File: src/rtl/tirq_pkg.sv
package tirq_pkg;

  // Line index a channel targets, with the legacy override applied.
  function automatic int unsigned pick_route(input logic legacy, input int unsigned ch,
                                             input int unsigned cfg_route,
                                             input int unsigned leg_a, input int unsigned leg_b);
    if (legacy && ch == 0) return leg_a;
    if (legacy && ch == 1) return leg_b;
    return cfg_route;
  endfunction

  // Upper lines are wired active-low.
  function automatic logic low_active(input int unsigned line, input int unsigned base);
    return line >= base;
  endfunction

endpackage

File: src/rtl/tirq_chan.sv
module tirq_chan (
  input  logic clk,
  input  logic rst_n,
  input  logic live,
  input  logic lvl_mode,
  input  logic msg_en,
  input  logic expire,
  input  logic clr_hit,
  output logic sts_q,
  output logic pulse_q,
  output logic msg_fire
);
  logic hit;
  assign hit      = expire && live;
  assign msg_fire = hit && msg_en;

  always_ff @(posedge clk) begin
    if (!rst_n) begin
      sts_q   <= 1'b0;
      pulse_q <= 1'b0;
    end else begin
      pulse_q <= hit && !msg_en && !lvl_mode;
      if (!live || msg_en)  sts_q <= 1'b0;
      else if (hit)         sts_q <= lvl_mode;
      else if (clr_hit)     sts_q <= 1'b0;
    end
  end
endmodule

File: src/rtl/tirq_legacy.sv
module tirq_legacy (
  input  logic clk,
  input  logic rst_n,
  input  logic legacy,
  input  logic pit_in,
  input  logic rtc_in,
  output logic pit_q,
  output logic rtc_q,
  output logic pit_gate
);
  logic pit_prev;
  logic pit_change;
  assign pit_change = pit_in != pit_prev;

  always_ff @(posedge clk) begin
    if (!rst_n) begin
      pit_prev <= 1'b0;
      pit_q    <= 1'b0;
      rtc_q    <= 1'b0;
      pit_gate <= 1'b1;
    end else begin
      pit_prev <= pit_in;
      rtc_q    <= rtc_in;
      pit_gate <= !legacy;
      if (legacy)          pit_q <= 1'b0;
      else if (pit_change) pit_q <= pit_in;
    end
  end
endmodule

File: src/rtl/tirq_linemap.sv
module tirq_linemap #(
  parameter int NCH       = 4,
  parameter int NLINE     = 24,
  parameter int RW        = 5,
  parameter int LOW_BASE  = 16,
  parameter int LEG0_LINE = 0,
  parameter int LEG1_LINE = 8
) (
  input  logic              legacy,
  input  logic [NCH-1:0]    drive,
  input  logic [NCH*RW-1:0] route,
  input  logic              pit_q,
  input  logic              rtc_q,
  output logic [NLINE-1:0]  lines
);
  logic [RW-1:0]    eff [NCH];
  logic [NLINE-1:0] act;

  for (genvar c = 0; c < NCH; c++) begin : g_eff
    assign eff[c] = RW'(tirq_pkg::pick_route(legacy, c, int'(route[c*RW +: RW]),
                                             LEG0_LINE, LEG1_LINE));
  end

  always_comb begin
    for (int l = 0; l < NLINE; l++) begin
      act[l] = 1'b0;
      for (int c = 0; c < NCH; c++) begin
        if (drive[c] && (int'(eff[c]) == l)) act[l] = 1'b1;
      end
      if (!legacy && l == LEG0_LINE && pit_q) act[l] = 1'b1;
      if (!legacy && l == LEG1_LINE && rtc_q) act[l] = 1'b1;
    end
  end

  for (genvar l = 0; l < NLINE; l++) begin : g_pol
    if (tirq_pkg::low_active(l, LOW_BASE)) begin : g_low
      assign lines[l] = ~act[l];
    end else begin : g_high
      assign lines[l] = act[l];
    end
  end
endmodule

File: src/rtl/tirq_msg.sv
module tirq_msg #(
  parameter int NCH    = 4,
  parameter int PEND_W = 2
) (
  input  logic              clk,
  input  logic              rst_n,
  input  logic [NCH-1:0]    fire,
  input  logic [NCH*32-1:0] addr_in,
  input  logic [NCH*32-1:0] data_in,
  input  logic              ready,
  output logic              valid_q,
  output logic [31:0]       addr_q,
  output logic [31:0]       data_q
);
  localparam int SW = (NCH > 1) ? $clog2(NCH) : 1;
  localparam logic [PEND_W-1:0] PMAX = {PEND_W{1'b1}};

  logic [PEND_W-1:0] pend [NCH];
  logic [SW-1:0]     sel;
  logic              any;
  logic              take;

  always_comb begin
    any = 1'b0;
    sel = '0;
    for (int c = NCH - 1; c >= 0; c--) begin
      if (pend[c] != '0) begin
        any = 1'b1;
        sel = SW'(c);
      end
    end
  end

  assign take = any && (!valid_q || ready);

  for (genvar c = 0; c < NCH; c++) begin : g_pend
    logic dec;
    assign dec = take && (sel == SW'(c));
    always_ff @(posedge clk) begin
      if (!rst_n) pend[c] <= '0;
      else if (fire[c] && !dec) begin
        if (pend[c] != PMAX) pend[c] <= pend[c] + 1'b1;
      end else if (!fire[c] && dec) pend[c] <= pend[c] - 1'b1;
    end
  end

  always_ff @(posedge clk) begin
    if (!rst_n) begin
      valid_q <= 1'b0;
      addr_q  <= '0;
      data_q  <= '0;
    end else if (take) begin
      valid_q <= 1'b1;
      addr_q  <= addr_in[sel*32 +: 32];
      data_q  <= data_in[sel*32 +: 32];
    end else if (ready) begin
      valid_q <= 1'b0;
    end
  end
endmodule

File: src/rtl/irq_router_top.sv
module irq_router_top #(
  parameter int NCH       = 4,
  parameter int NLINE     = 24,
  parameter int LOW_BASE  = 16,
  parameter int LEG0_LINE = 0,
  parameter int LEG1_LINE = 8,
  parameter int PEND_W    = 2,
  localparam int RW       = $clog2(NLINE)
) (
  input  logic              clk,
  input  logic              rst_n,
  input  logic              glob_en,
  input  logic              legacy_mode,
  input  logic [NCH-1:0]    ch_en,
  input  logic [NCH-1:0]    ch_level,
  input  logic [NCH-1:0]    ch_msg_en,
  input  logic [NCH*RW-1:0] ch_route,
  input  logic [NCH*32-1:0] ch_msg_addr,
  input  logic [NCH*32-1:0] ch_msg_data,
  input  logic [NCH-1:0]    expire,
  input  logic              sts_clr_we,
  input  logic [NCH-1:0]    sts_clr_mask,
  input  logic              pit_in,
  input  logic              rtc_in,
  input  logic              msg_ready,
  output logic [NLINE-1:0]  irq_line,
  output logic [NCH-1:0]    status,
  output logic              pit_gate_en,
  output logic              msg_valid,
  output logic [31:0]       msg_addr,
  output logic [31:0]       msg_data
);
  // Named internal events, visible to the bound checker.
  logic [NCH-1:0] chan_live;
  logic [NCH-1:0] chan_pulse;
  logic [NCH-1:0] chan_drive;
  logic [NCH-1:0] msg_fire;
  logic           pit_q;
  logic           rtc_q;

  for (genvar c = 0; c < NCH; c++) begin : g_ch
    assign chan_live[c] = glob_en && ch_en[c];
    tirq_chan u_chan (
      .clk      (clk),
      .rst_n    (rst_n),
      .live     (chan_live[c]),
      .lvl_mode (ch_level[c]),
      .msg_en   (ch_msg_en[c]),
      .expire   (expire[c]),
      .clr_hit  (sts_clr_we && sts_clr_mask[c]),
      .sts_q    (status[c]),
      .pulse_q  (chan_pulse[c]),
      .msg_fire (msg_fire[c])
    );
  end

  assign chan_drive = status | chan_pulse;

  tirq_legacy u_legacy (
    .clk      (clk),
    .rst_n    (rst_n),
    .legacy   (legacy_mode),
    .pit_in   (pit_in),
    .rtc_in   (rtc_in),
    .pit_q    (pit_q),
    .rtc_q    (rtc_q),
    .pit_gate (pit_gate_en)
  );

  tirq_linemap #(
    .NCH(NCH), .NLINE(NLINE), .RW(RW), .LOW_BASE(LOW_BASE),
    .LEG0_LINE(LEG0_LINE), .LEG1_LINE(LEG1_LINE)
  ) u_map (
    .legacy (legacy_mode),
    .drive  (chan_drive),
    .route  (ch_route),
    .pit_q  (pit_q),
    .rtc_q  (rtc_q),
    .lines  (irq_line)
  );

  tirq_msg #(.NCH(NCH), .PEND_W(PEND_W)) u_msg (
    .clk     (clk),
    .rst_n   (rst_n),
    .fire    (msg_fire),
    .addr_in (ch_msg_addr),
    .data_in (ch_msg_data),
    .ready   (msg_ready),
    .valid_q (msg_valid),
    .addr_q  (msg_addr),
    .data_q  (msg_data)
  );
endmodule

File: config.mk
export PLATFORM = sky130hd
export DESIGN_NAME = irq_router_top
export DESIGN_NICKNAME = d
export VERILOG_FILES = /design/src/rtl/tirq_pkg.sv /design/src/rtl/tirq_chan.sv /design/src/rtl/tirq_legacy.sv /design/src/rtl/tirq_linemap.sv /design/src/rtl/tirq_msg.sv /design/src/rtl/irq_router_top.sv
export SDC_FILE = /design/constraint.sdc
export NUM_CORES = 1
export LEC_CHECK = 0
export BUFFER_PORTS_ARGS = -buffer_cell sky130_fd_sc_hd__buf_4
export CORE_AREA = 2 2 155 157
export DETAILED_ROUTE_END_ITERATION = 16
export DIE_AREA = 0 0 157 159
export GPL_TIMING_DRIVEN = 0
export SYNTH_ARGS = -nofsm -noshare
export SYNTH_HDL_FRONTEND = slang
export SYNTH_SLANG_ARGS = --single-unit
File: constraint.sdc
create_clock -name clk -period 1.61 [get_ports clk]
set_input_delay 0.0805 -clock clk [delete_from_list [all_inputs] [get_ports clk]]
set_output_delay 0.0805 -clock clk [all_outputs]
set_load 0.01 [all_outputs]
==> qor.yml, run 1 <==
power:
  p_leak_nw: 4.64
  power_density_nw_per_um2: 918
  ir_worst_vdd_mv: 0.436
placement:
  dpl.hpwl_um: 25800
  dp_slack_ps: -671
  numPortBuffers: 396
  gp_congestion: 0.899
sta:
  clock_skew_ps: 12.6
  fmax_mhz: 470
  hold_slack_ps: 13.1
  fin_crit_sh_pct: 132
  worst_slack_ps: -516
  drv_slew: 0
  hold_viol_final: 0
  rsz0062_at_grt: "yes"
  slew_headroom_pct: 53.1
  min_period_ps: 2130
  worst_pin_slew_ps: 703
  setup_viol: 91
yosys:
  syn-num-nets: 957
  syn_inst: 647
  ys_types: 58
  synth_ff_type: "dfxtp_1"
  synth-seq-area-share_pct: 33.9
  yosys.area.top_type_share_pct: 29.3
  synth_seq_cells: 85
  synth.cell_area_sq_um: 5260
  synth_warnings: 0
  async_reset_ff_share_pct: 0
  synth_area_leaders: "dfxtp_1, a222oi_1, a31oi_1"
  synth-edff-count: 8
  synth_common_cells: "nand2_1, dfxtp_1, a31oi_1"
  yosysTopAreaCell: "dfxtp_1"
  yosysMostFrequentCell: "nand2_1"
  avgSynthCellArea_sq_um: 8.13
floorplanning:
  die_h_um: 159
  die_x_um: 157
  core-area_sq_um: 23200
  initial_utilization_pct: 22.7
  die_area_sq_um: 25000
  fp-row-count: 56
  boundaryPins: 398
worst_setup_path:
  worst-path-max-fanout: 6
  cpPeakStageDelay_ps: 540
  start_kind: "flip-flop"
  endpoint_kind: "flip-flop"
  rrSetupSlack_ps: -520
  r2r-end: "u_msg.data_q[27]"
  rr_worst_depth: 8
  cp_slowest_cell: "a222oi_1"
  worstSetupPathType: "flip-flop to flip-flop"
  cp.buffers_inverters: 3
  crit_chain: "inv_2 -> ha_4 -> and3b_2 -> and2_4 -> buf_12 -> buf_8 -> a222oi_1 -> a31oi_1"
  cpLargestDelayFamily: "compound AO/OA/AOI/OAI gates"
  worst-endpoint-required_ps: 1820
  crit_arrival_ps: 2340
  reg2reg_from: "u_msg.pend[3][1]"
detailed_routing:
  wirelength_um: 33100
  firstDrtPassIters: 8
  route.detailed.drc: 0
  ant_nets: 0
  wl_per_cell_um: 22.3
  vias: 7833
  via_per_inst: 5.27
  drt_iter0_markers: 666
run:
  maxCapViolations: 0
clock_network:
  clk_pin_slew_worst_paths_ps: 80
  clock_path_buffers: 2
  cts_tree: "built"
  ctsHtreeMaxLevel: 3
  clock_latency_ps: 360
  cts_buffers: 9
  cts_sinks: 85
  root_buffer: "clkbuf_16"
layout:
  fin_nets: 1470
  drive_gt1_share_pct: 51.6
  n_fill_cell: 2307
  fin_util_pct: 46.2
  syn2layout_area_growth_pct: 104
global_route:
  track_usage_pct: 25.6
  grt_overflow: 0
  grt_pass1_wl_um: 48500
  grt_start_max_net_pins: 17
  grt_pass1_vias: 8061
  antenna_found_initial: 4
hold_path:
  min_from: "ch_msg_data[1]"
  hold_class: "input pin to flip-flop"
  whs_path_depth: 3
  hold_path_end: "u_msg.data_q[1]"
run_status:
  violations: "setup timing"
  status: "complete, but fails checks"
-- cell families after synthesis --
| family | after synthesis | share of synthesized area [%] |
|---|---|---|
| buffers and inverters | 78 | 7.11 |
| AOI/OAI and AO/OA | 263 | 36.0 |
| muxes | 4 | 0.761 |
| xor gates and xnor gates | 1 | 0.167 |
| adders and majority gates | 8 | 1.81 |
| DFF | 85 | 33.9 |
| and+or+nand+nor | 208 | 20.2 |
-- cell type report --
class	count	area (sq um)	share of cell area, %
repair buffers	504	4000	37.3
multi-input cells	484	3680	34.3
flip-flops and latches	85	1810	16.9
plain buffers	60	467	4.35
well taps	319	399	3.72
clock buffers	9	225	2.10
clock inverters	7	80.1	0.747
inverters	16	60.1	0.560
diodes	2	5.00	0.0467
-- worst max-delay path by stage --
| stage | startpoint | to | slack (ps) | cells after the start |
|---|---|---|---|---|
| finish | u_msg.pend[3][1] | u_msg.data_q[27] | -520 | 8 |
| global route | u_msg.pend[3][1] | u_msg.data_q[27] | -570 | 8 |
| CTS | u_msg.pend[3][1] | u_msg.data_q[27] | -450 | 8 |
| detailed placement | u_msg.pend[0][0] | u_msg.data_q[26] | -670 | 7 |
| global placement | u_msg.pend[0][0] | u_msg.data_q[27] | -650 | 7 |
| floorplan | u_msg.pend[3][0] | u_msg.data_q[10] | -110 | 8 |
-- cell usage in the layout (no fill, tap or decap), types with 8 or more instances in the layout --
cell / count
edfxtp_1: 8
dfxtp_1: 69
o211ai_1: 8
nor2_4: 10
clkbuf_1: 10
a222oi_1: 65
clkbuf_2: 9
buf_2: 9
o21ai_1: 12
nand2_1: 85
a31oi_1: 65
clkbuf_16: 10
dlygate4sd3_1: 67
nor2_1: 15
buf_6: 18
o21ai_0: 54
buf_4: 438
inv_1: 9
-- what timing repair did --
item | in CTS | in global routing
endpoints found under the setup margin | 102 | 104
resized for setup | 159 | 38
hold buffers | 67 | 0
endpoints found under the hold margin | 64 | 0
pin swaps | 52 | 36
setup buffers | 26 | 14
gates cloned | 1 | 0
-- state kept, by name, summed over array words and instances, names as in the netlist, 4 cells and up --
signal / cells
u_msg.data_q: 32
g_ch.u_chan.sts_q: 4
g_ch.u_chan.pulse_q: 4
u_msg.pend: 8
u_msg.addr_q: 32
-- per-stage QoR --
stage	area (sq um)	power, mW	setup TNS, ps	instances
CTS	10500	9.78	-20440	1471
global placement	8670	6.96	-38090	1362
floorplan	5300	4.81	-4970	647
finish	10700	9.84	-24470	1486
detailed placement	8670	6.98	-38380	1362
global route	10700	10.3	-31200	1486
-- worst register-to-register path, delay by kind of cell, from the launching register on --
kind	cells	cell delay [ps]
AO/OA/AOI/OAI	2	690
flip-flops	1	410
AND/OR/NAND/NOR	2	390
buffers and inverters	3	370
adder cells (fa/ha/maj)	1	130
-- where the power goes --
group	switching, mW	total [mW]	internal (mW)
clock network	1.00	2.23	1.23
registers	0.246	2.80	2.55
logic	2.51	4.81	2.30
total	3.76	9.84	6.08
-- routing by layer --
layer  wire length [um]  part of all wire, %  track usage (%)
met1              14000                   42             33.5
met2              16100                   49             43.5
met3               2320                  7.0             4.41
met4                595                  1.8             6.63
met5                 30                0.091                0
(Power assumes the default switching activity.)
==> inputs of run 2 (changes only) <==
--- a/config.mk
+++ b/config.mk
@@ -5,10 +5,11 @@
 export SDC_FILE = /design/constraint.sdc
 export NUM_CORES = 1
 export LEC_CHECK = 0
+export ABC_AREA = 1
 export BUFFER_PORTS_ARGS = -buffer_cell sky130_fd_sc_hd__buf_4
-export CORE_AREA = 2 2 155 157
+export CORE_AREA = 2 2 154 156
 export DETAILED_ROUTE_END_ITERATION = 16
-export DIE_AREA = 0 0 157 159
+export DIE_AREA = 0 0 156 158
 export GPL_TIMING_DRIVEN = 0
 export SYNTH_ARGS = -nofsm -noshare
 export SYNTH_HDL_FRONTEND = slang
==> run 2 against run 1 <==
  * Area after synthesis up 20%
  * Maximum frequency increased by 15%
  * Clock power is 4% higher
  * Highest routed layer is now met4
  * Critical path depth increased by 1
  * Clock skew is 4.0 ps lower
  * Global-route usage grew 2.9 points
  * The run still ends with setup timing left
  * Sequential power rose by 19%
  * First-iteration DRC count shrank 16%
  * Cell count up 26%
  * Critical path type is now flip-flop to output port
  * Combinational power grew to 2.8 times the previous value
  * Power increased by 97%
  * Largest cell class is now multi-input combinational cells
==> qor.yml, run 2 <==
floorplanning:
  die_area_sq_um: 24600  # was 25000 sq um
  boundaryPins: 398  # unchanged
  die_h_um: 158  # was 159 um
  fp-row-count: 56  # unchanged
  initial_utilization_pct: 27.5  # was 22.7%
  core-area_sq_um: 23100  # was 23200 sq um
  die_x_um: 156  # was 157 um
yosys:
  yosysTopAreaCell: "dfxtp_1"  # unchanged
  syn_inst: 1085  # was 647
  async_reset_ff_share_pct: 0  # unchanged
  synth_seq_cells: 85  # unchanged
  synth-seq-area-share_pct: 28.1  # was 33.9%
  yosys.area.top_type_share_pct: 24.3  # was 29.3%
  synth_common_cells: "nand2_1, nand3_1, nor2_1"  # was nand2_1, dfxtp_1, a31oi_1
  ys_types: 37  # was 58
  synth_warnings: 0  # unchanged
  syn-num-nets: 1395  # was 957
  avgSynthCellArea_sq_um: 5.84  # was 8.13 sq um
  synth.cell_area_sq_um: 6330  # was 5260 sq um
  synth-edff-count: 8  # unchanged
  yosysMostFrequentCell: "nand2_1"  # unchanged
  synth_ff_type: "dfxtp_1"  # unchanged
  synth_area_leaders: "dfxtp_1, nand3_1, nand2_1"  # was dfxtp_1, a222oi_1, a31oi_1
global_route:
  grt_overflow: 0  # unchanged
  track_usage_pct: 28.5  # was 25.6%
  grt_pass1_wl_um: 53700  # was 48500 um
  antenna_found_initial: 3  # was 4
  grt_start_max_net_pins: 15  # was 17
  grt_pass1_vias: 9432  # was 8061
run:
  maxCapViolations: 0  # unchanged
worst_setup_path:
  cpPeakStageDelay_ps: 330  # was 540 ps
  worst-path-max-fanout: 5  # was 6
  crit_arrival_ps: 1770  # was 2340 ps
  start_kind: "flip-flop"  # unchanged
  rr_worst_depth: 12  # was 8
  cp_slowest_cell: "dfxtp_2"  # was a222oi_1
  crit_chain: "inv_2 -> nand2_2 -> inv_2 -> nor2_4 -> clkinvlp_4 -> nor2_4 -> nand2_1 -> nand4_1 -> buf_4"  # was inv_2 -> ha_4 -> and3b_2 -> and2_4 -> buf_12 -> buf_8 -> a222oi_1 -> a31oi_1
  worst-endpoint-required_ps: 1530  # was 1820 ps
  worstSetupPathType: "flip-flop to output port"  # was flip-flop to flip-flop
  endpoint_kind: "output port"  # was flip-flop
layout:
  mostFrequentLayoutCell: "buf_4"  # unchanged
  fin_util_pct: 55.5  # was 46.2%
  syn2layout_area_growth_pct: 102  # was 104%
  n_fill_cell: 2184  # was 2307
  drive_gt1_share_pct: 50.4  # was 51.6%
  largestRegisters: "u_msg.addr_q: 32 flops, u_msg.data_q: 32 flops, u_msg.pend: 8 flops"  # unchanged
  fin_nets: 1881  # was 1470
  final_area_sq_um: 12800  # was 10700 sq um
  final_cell_mix: "buf_4, nand2_1, nor2_1, nand3_1, dfxtp_1"  # was buf_4, nand2_1, dfxtp_1, dlygate4sd3_1
  final_cells: 1869  # was 1486
sta:
  clock_skew_ps: 8.63  # was 12.6 ps
  slew_headroom_pct: 50.6  # was 53.1%
  rsz0062_at_grt: "yes"  # unchanged
  fmax_mhz: 540  # was 470 MHz
  hold_slack_ps: 7.69  # was 13.1 ps
  setup_viol: 100  # was 91
  worst_slack_ps: -241  # was -516 ps
  min_period_ps: 1850  # was 2130 ps
  fin_crit_sh_pct: 115  # was 132%
  hold_viol_final: 0  # unchanged
  drv_slew: 0  # unchanged
  worst_pin_slew_ps: 742  # was 703 ps
power:
  ir_worst_vdd_mv: 0.752  # was 0.436 mV
  p_leak_nw: 6.07  # was 4.64 nW
  power_density_nw_per_um2: 1510  # was 918 nW/um^2
placement:
  dpl.hpwl_um: 28200  # was 25800 um
  dp.cells: 1772  # was 1362
  numPortBuffers: 397  # was 396
  gp_congestion: 0.971  # was 0.899
  dp_slack_ps: -361  # was -671 ps
  placed_cell_area_sq_um: 9790  # was 8670 sq um
hold_path:
  whs_path_depth: 3  # unchanged
  hold_class: "input pin to flip-flop"  # unchanged
detailed_routing:
  route.detailed.drc: 0  # unchanged
  wirelength_um: 37600  # was 33100 um
  vias: 9738  # was 7833
  firstDrtPassIters: 5  # was 8
  wl_per_cell_um: 20.1  # was 22.3 um
  drt_iter0_markers: 560  # was 666
  ant_nets: 0  # unchanged
  via_per_inst: 5.21  # was 5.27
run_status:
  violations: "setup timing"  # unchanged
  status: "complete, but fails checks"  # unchanged
clock_network:
  clock_path_buffers: 2  # unchanged
  clk_pin_slew_worst_paths_ps: 70  # was 80 ps
  root_buffer: "clkbuf_16"  # unchanged
  cts_sinks: 85  # unchanged
  clock_latency_ps: 360  # about the same
  ctsHtreeMaxLevel: 3  # unchanged
  cts_tree: "built"  # unchanged
  cts_buffers: 9  # unchanged
-- run 2: layout make-up --
class | instances | area, sq um | share of cell area (%)
multi-input cells | 878 | 5220 | 40.8
repair buffers | 479 | 4030 | 31.5
flip-flops and latches | 85 | 1790 | 14.0
plain buffers | 74 | 876 | 6.84
well taps | 290 | 363 | 2.83
clock buffers | 10 | 239 | 1.87
inverters | 44 | 191 | 1.50
clock inverters | 6 | 86.3 | 0.674
diodes | 3 | 7.51 | 0.0586
-- run 2: stage by stage --
stage          setup TNS (ps)  power, mW
2_1_floorplan           -78.0       8.49
3_3_place_gp           -24830       12.1
3_5_place_dp           -26030       12.1
4_1_cts                -13360       18.2
5_1_grt                -21100       20.4
6_report               -12280       19.4
-- run 2: critical path: cells and delay by family, from the launching register on --
kind	cells	cell delay [ps]
AND/OR/NAND/NOR	5	630
buffers and inverters	4	460
flip-flops	1	330
-- run 2: cell families after synthesis --
group / synth area share (%)
adder cells (fa/ha/maj): 1.19
flip-flops: 28.1
buffers and inverters: 8.93
AO/OA/AOI/OAI: 15.0
AND/OR/NAND/NOR: 46.8
-- run 2: final timing paths --
kind / from / endpoint / slack [ps]
worst max-delay path: g_ch[3].u_chan.sts_q / irq_line[8] / -240
worst min-delay path: expire[0] / g_ch[0].u_chan.pulse_q / 8
worst max register to register: u_msg.pend[0][0] / u_msg.pend[1][0] / -180
worst min register to register: u_legacy.pit_prev / u_legacy.pit_q / 440
-- run 2: metal layers --
| layer | vias to the layer above | share of wire (%) | track usage [%] |
|---|---|---|---|
| li1 | 4635 | - | - |
| met1 | 4613 | 39 | 32.8 |
| met2 | 415 | 50 | 51.2 |
| met3 | 75 | 7.4 | 6.95 |
| met4 | 0 | 3.8 | 10.8 |
| met5 | - | 0 | 0 |
-- run 2: report_power, final --
group          leakage (nW)  total [mW]  internal, mW  switching [mW]
Sequential            0.725        3.32          2.88           0.445
Combinational          5.19        13.7          6.52            7.19
Clock                 0.160        2.32          1.40           0.917
Total                  6.07        19.4          10.8            8.55
-- run 2: what timing repair did --
action,in CTS,in global routing
cloned,13,5
hold buffers,9,0
setup buffers,44,17
gates resized for setup,309,164
hold endpoints to repair,10,0
pin swaps,94,105
endpoints found under the setup margin,104,105
==> inputs of run 3 (changes only) <==
==> constraint.sdc (replaced) <==
create_clock -name clk -period 1.7 [get_ports clk]
set_input_delay 0.085 -clock clk [delete_from_list [all_inputs] [get_ports clk]]
set_output_delay 0.085 -clock clk [all_outputs]
set_load 0.01 [all_outputs]
==> run 3 against run 2 <==
  * The flow still finishes with violations (setup timing)
  * Power decreased by 13%
  * Global-route usage decreased by 0.93 points
  * Non-clock buffer count decreased by 17
  * Flip-flop and latch count unchanged
  * Cell area decreased by 4.6%
  * Register-to-register slack improved by 60 ps
  * Worst hold slack improved by 2.8 ps
  * Clock-buffer cell count unchanged
  * Die area unchanged
  * Critical endpoint is now u_msg.pend[1][1]
==> qor.yml, run 3 (synthesis gave the netlist of run 2 again) <==
run_status:
  status: "complete, but fails checks"  # unchanged
  violations: "setup timing"  # unchanged
clock_network:
  cts_sinks: 85  # unchanged
  clock_path_buffers: 2  # unchanged
  clock_latency_ps: 350  # was 360 ps
  clk_pin_slew_worst_paths_ps: 70  # about the same
  cts_buffers: 9  # unchanged
  root_buffer: "clkbuf_16"  # unchanged
  ctsHtreeMaxLevel: 3  # unchanged
  cts_tree: "built"  # unchanged
power:
  ir_worst_vdd_mv: 1.02  # was 0.752 mV
  pwr-share-seq_pct: 18.7  # was 17.2%
  p_int_mw: 9.17  # was 10.8 mW
  p_switching_mw: 7.75  # was 8.55 mW
  combinationalPowerShare_pct: 69.2  # was 70.9%
  p_leak_nw: 5.87  # was 6.07 nW
  power_density_nw_per_um2: 1380  # was 1510 nW/um^2
  switching_share_pct: 45.8  # was 44.2%
  clockPowerShare_pct: 12.0  # about the same
  power_mw: 16.9  # was 19.4 mW
floorplanning:
  core-area_sq_um: 23100  # unchanged
  boundaryPins: 398  # unchanged
  die_x_um: 156  # unchanged
  die_area_sq_um: 24600  # unchanged
  initial_utilization_pct: 27.5  # unchanged
  die_h_um: 158  # unchanged
  fp-row-count: 56  # unchanged
worst_setup_path:
  cp_slowest_cell: "edfxtp_1"  # was dfxtp_2
  cp.buffers_inverters: 2  # was 4
  crit_arrival_ps: 1880  # was 1770 ps
  start_kind: "flip-flop"  # unchanged
  worst-endpoint-required_ps: 1760  # was 1530 ps
  endpoint_kind: "flip-flop"  # was output port
  worst-path-max-fanout: 6  # was 5
  cpPeakStageDelay_ps: 480  # was 330 ps
  cpLargestDelayFamily: "simple AND/OR/NAND/NOR gates"  # unchanged
  crit_chain: "nor2_4 -> nand2_4 -> nand2_4 -> nand2_8 -> buf_8 -> nor2_4 -> nand2_8 -> inv_4 -> nand2_2 -> nand3_2"  # was inv_2 -> nand2_2 -> inv_2 -> nor2_4 -> clkinvlp_4 -> nor2_4 -> nand2_1 -> nand4_1 -> buf_4
  worstSetupPathType: "flip-flop to flip-flop"  # was flip-flop to output port
layout:
  drive_gt1_share_pct: 48.3  # was 50.4%
  syn2layout_area_growth_pct: 92.9  # was 102%
  n_fill_cell: 2252  # was 2184
  multiInputGateArea_sq_um: 5070  # was 5220 sq um
  mostFrequentLayoutCell: "buf_4"  # unchanged
  register_area_sq_um: 1790  # unchanged
  largestRegisters: "u_msg.addr_q: 32 flops, u_msg.data_q: 32 flops, u_msg.pend: 8 flops"  # unchanged
  final_cell_mix: "buf_4, nand2_1, nand3_1, nor2_1, dfxtp_1"  # was buf_4, nand2_1, nor2_1, nand3_1, dfxtp_1
  final_area_sq_um: 12200  # was 12800 sq um
  fin_util_pct: 53.0  # was 55.5%
  fin_nets: 1864  # was 1881
detailed_routing:
  wirelength_um: 36400  # was 37600 um
  vias: 9533  # was 9738
  route.detailed.drc: 0  # unchanged
  drt_iter0_markers: 539  # was 560
  firstDrtPassIters: 7  # was 5
  ant_nets: 0  # unchanged
  wl_per_cell_um: 19.7  # was 20.1 um
  via_per_inst: 5.15  # was 5.21
placement:
  dp_slack_ps: -400  # was -361 ps
  dpl.hpwl_um: 27600  # was 28200 um
  placed_cell_area_sq_um: 9730  # was 9790 sq um
  gp_congestion: 0.955  # was 0.971
  numPortBuffers: 397  # unchanged
run:
  maxCapViolations: 0  # unchanged
global_route:
  grt_start_max_net_pins: 15  # unchanged
  grt_overflow: 0  # unchanged
  grt_pass1_vias: 9291  # was 9432
  grt_pass1_wl_um: 52200  # was 53700 um
  antenna_found_initial: 2  # was 3
  track_usage_pct: 27.6  # was 28.5%
sta:
  fin_crit_sh_pct: 107
  hold_viol_final: 0  # unchanged
  drv_slew: 0  # unchanged
  hold_slack_ps: 10.4  # was 7.69 ps
  setup_viol: 51  # was 100
  slew_headroom_pct: 49.4  # was 50.6%
  worst_slack_ps: -116  # was -241 ps
  clock_skew_ps: 9.02  # was 8.63 ps
  rsz0062_at_grt: "yes"  # unchanged
  fmax_mhz: 551
  worst_pin_slew_ps: 754  # was 742 ps
  min_period_ps: 1820
hold_path:
  hold_class: "input pin to flip-flop"  # unchanged
## run 3: worst reg2reg max path: cells and delay by family (launching register included)
| family | cells | cell delay, ps |
|---|---|---|
| buffers and inverters | 2 | 210 |
| DFF | 1 | 480 |
| and+or+nand+nor | 8 | 820 |
## run 3: area by class of cell
class,instances,share of cell area [%]
multi-input combinational,878,41.5
timing repair buffer,462,30.6
tap,290,2.97
antenna,2,0.0410
clock buffer,10,1.87
buffer,74,6.37
sequential,85,14.6
inverter,44,1.52
clock inverter,6,0.512
## run 3: path summary, 6_finish.rpt
kind	cells after the start	slack (ps)	startpoint	to
setup / recovery	10	-120	u_msg.pend[2][0]	u_msg.pend[1][1]
hold / removal	4	10	sts_clr_mask[2]	g_ch[2].u_chan.sts_q
setup reg to reg	10	-120	u_msg.pend[2][0]	u_msg.pend[1][1]
hold reg to reg	1	430	u_legacy.pit_prev	u_legacy.pit_q
## run 3: repair_timing
item                                   CTS  global route
buffers inserted                        32            13
endpoints found under the hold margin   10             0
pin swaps                               55           110
setup endpoints to repair              104           104
resized for setup                      201           238
hold buffers                            11             0
gates cloned                             3             7
## run 3: per-layer routing
layer / up-vias / routed length [um] / global-route usage, %
met1: 4437 / 13800 / 31.6
met3: 64 / 3100 / 7.42
met5: - / 0 / 0
li1: 4596 / - / -
met2: 436 / 18400 / 49.8
met4: 0 / 1080 / 9.04
## run 3: metrics by stage
stage	setup TNS (ps)	cells
after global routing	-7890	1851
after global placement	-20120	1772
after CTS	-766	1830
after floorplan	0	1085
final	-1940	1851
after detailed placement	-22570	1772
## run 3: power by group through the flow
stage | Clock (mW) | Combinational (mW) | Sequential, mW
floorplan | 0 | 4.57 | 3.36
global placement | 0 | 8.21 | 3.11
detailed placement | 0 | 8.24 | 3.12
CTS | 2.06 | 10.1 | 3.11
global route | 2.15 | 12.5 | 3.25
finish | 2.03 | 11.7 | 3.17
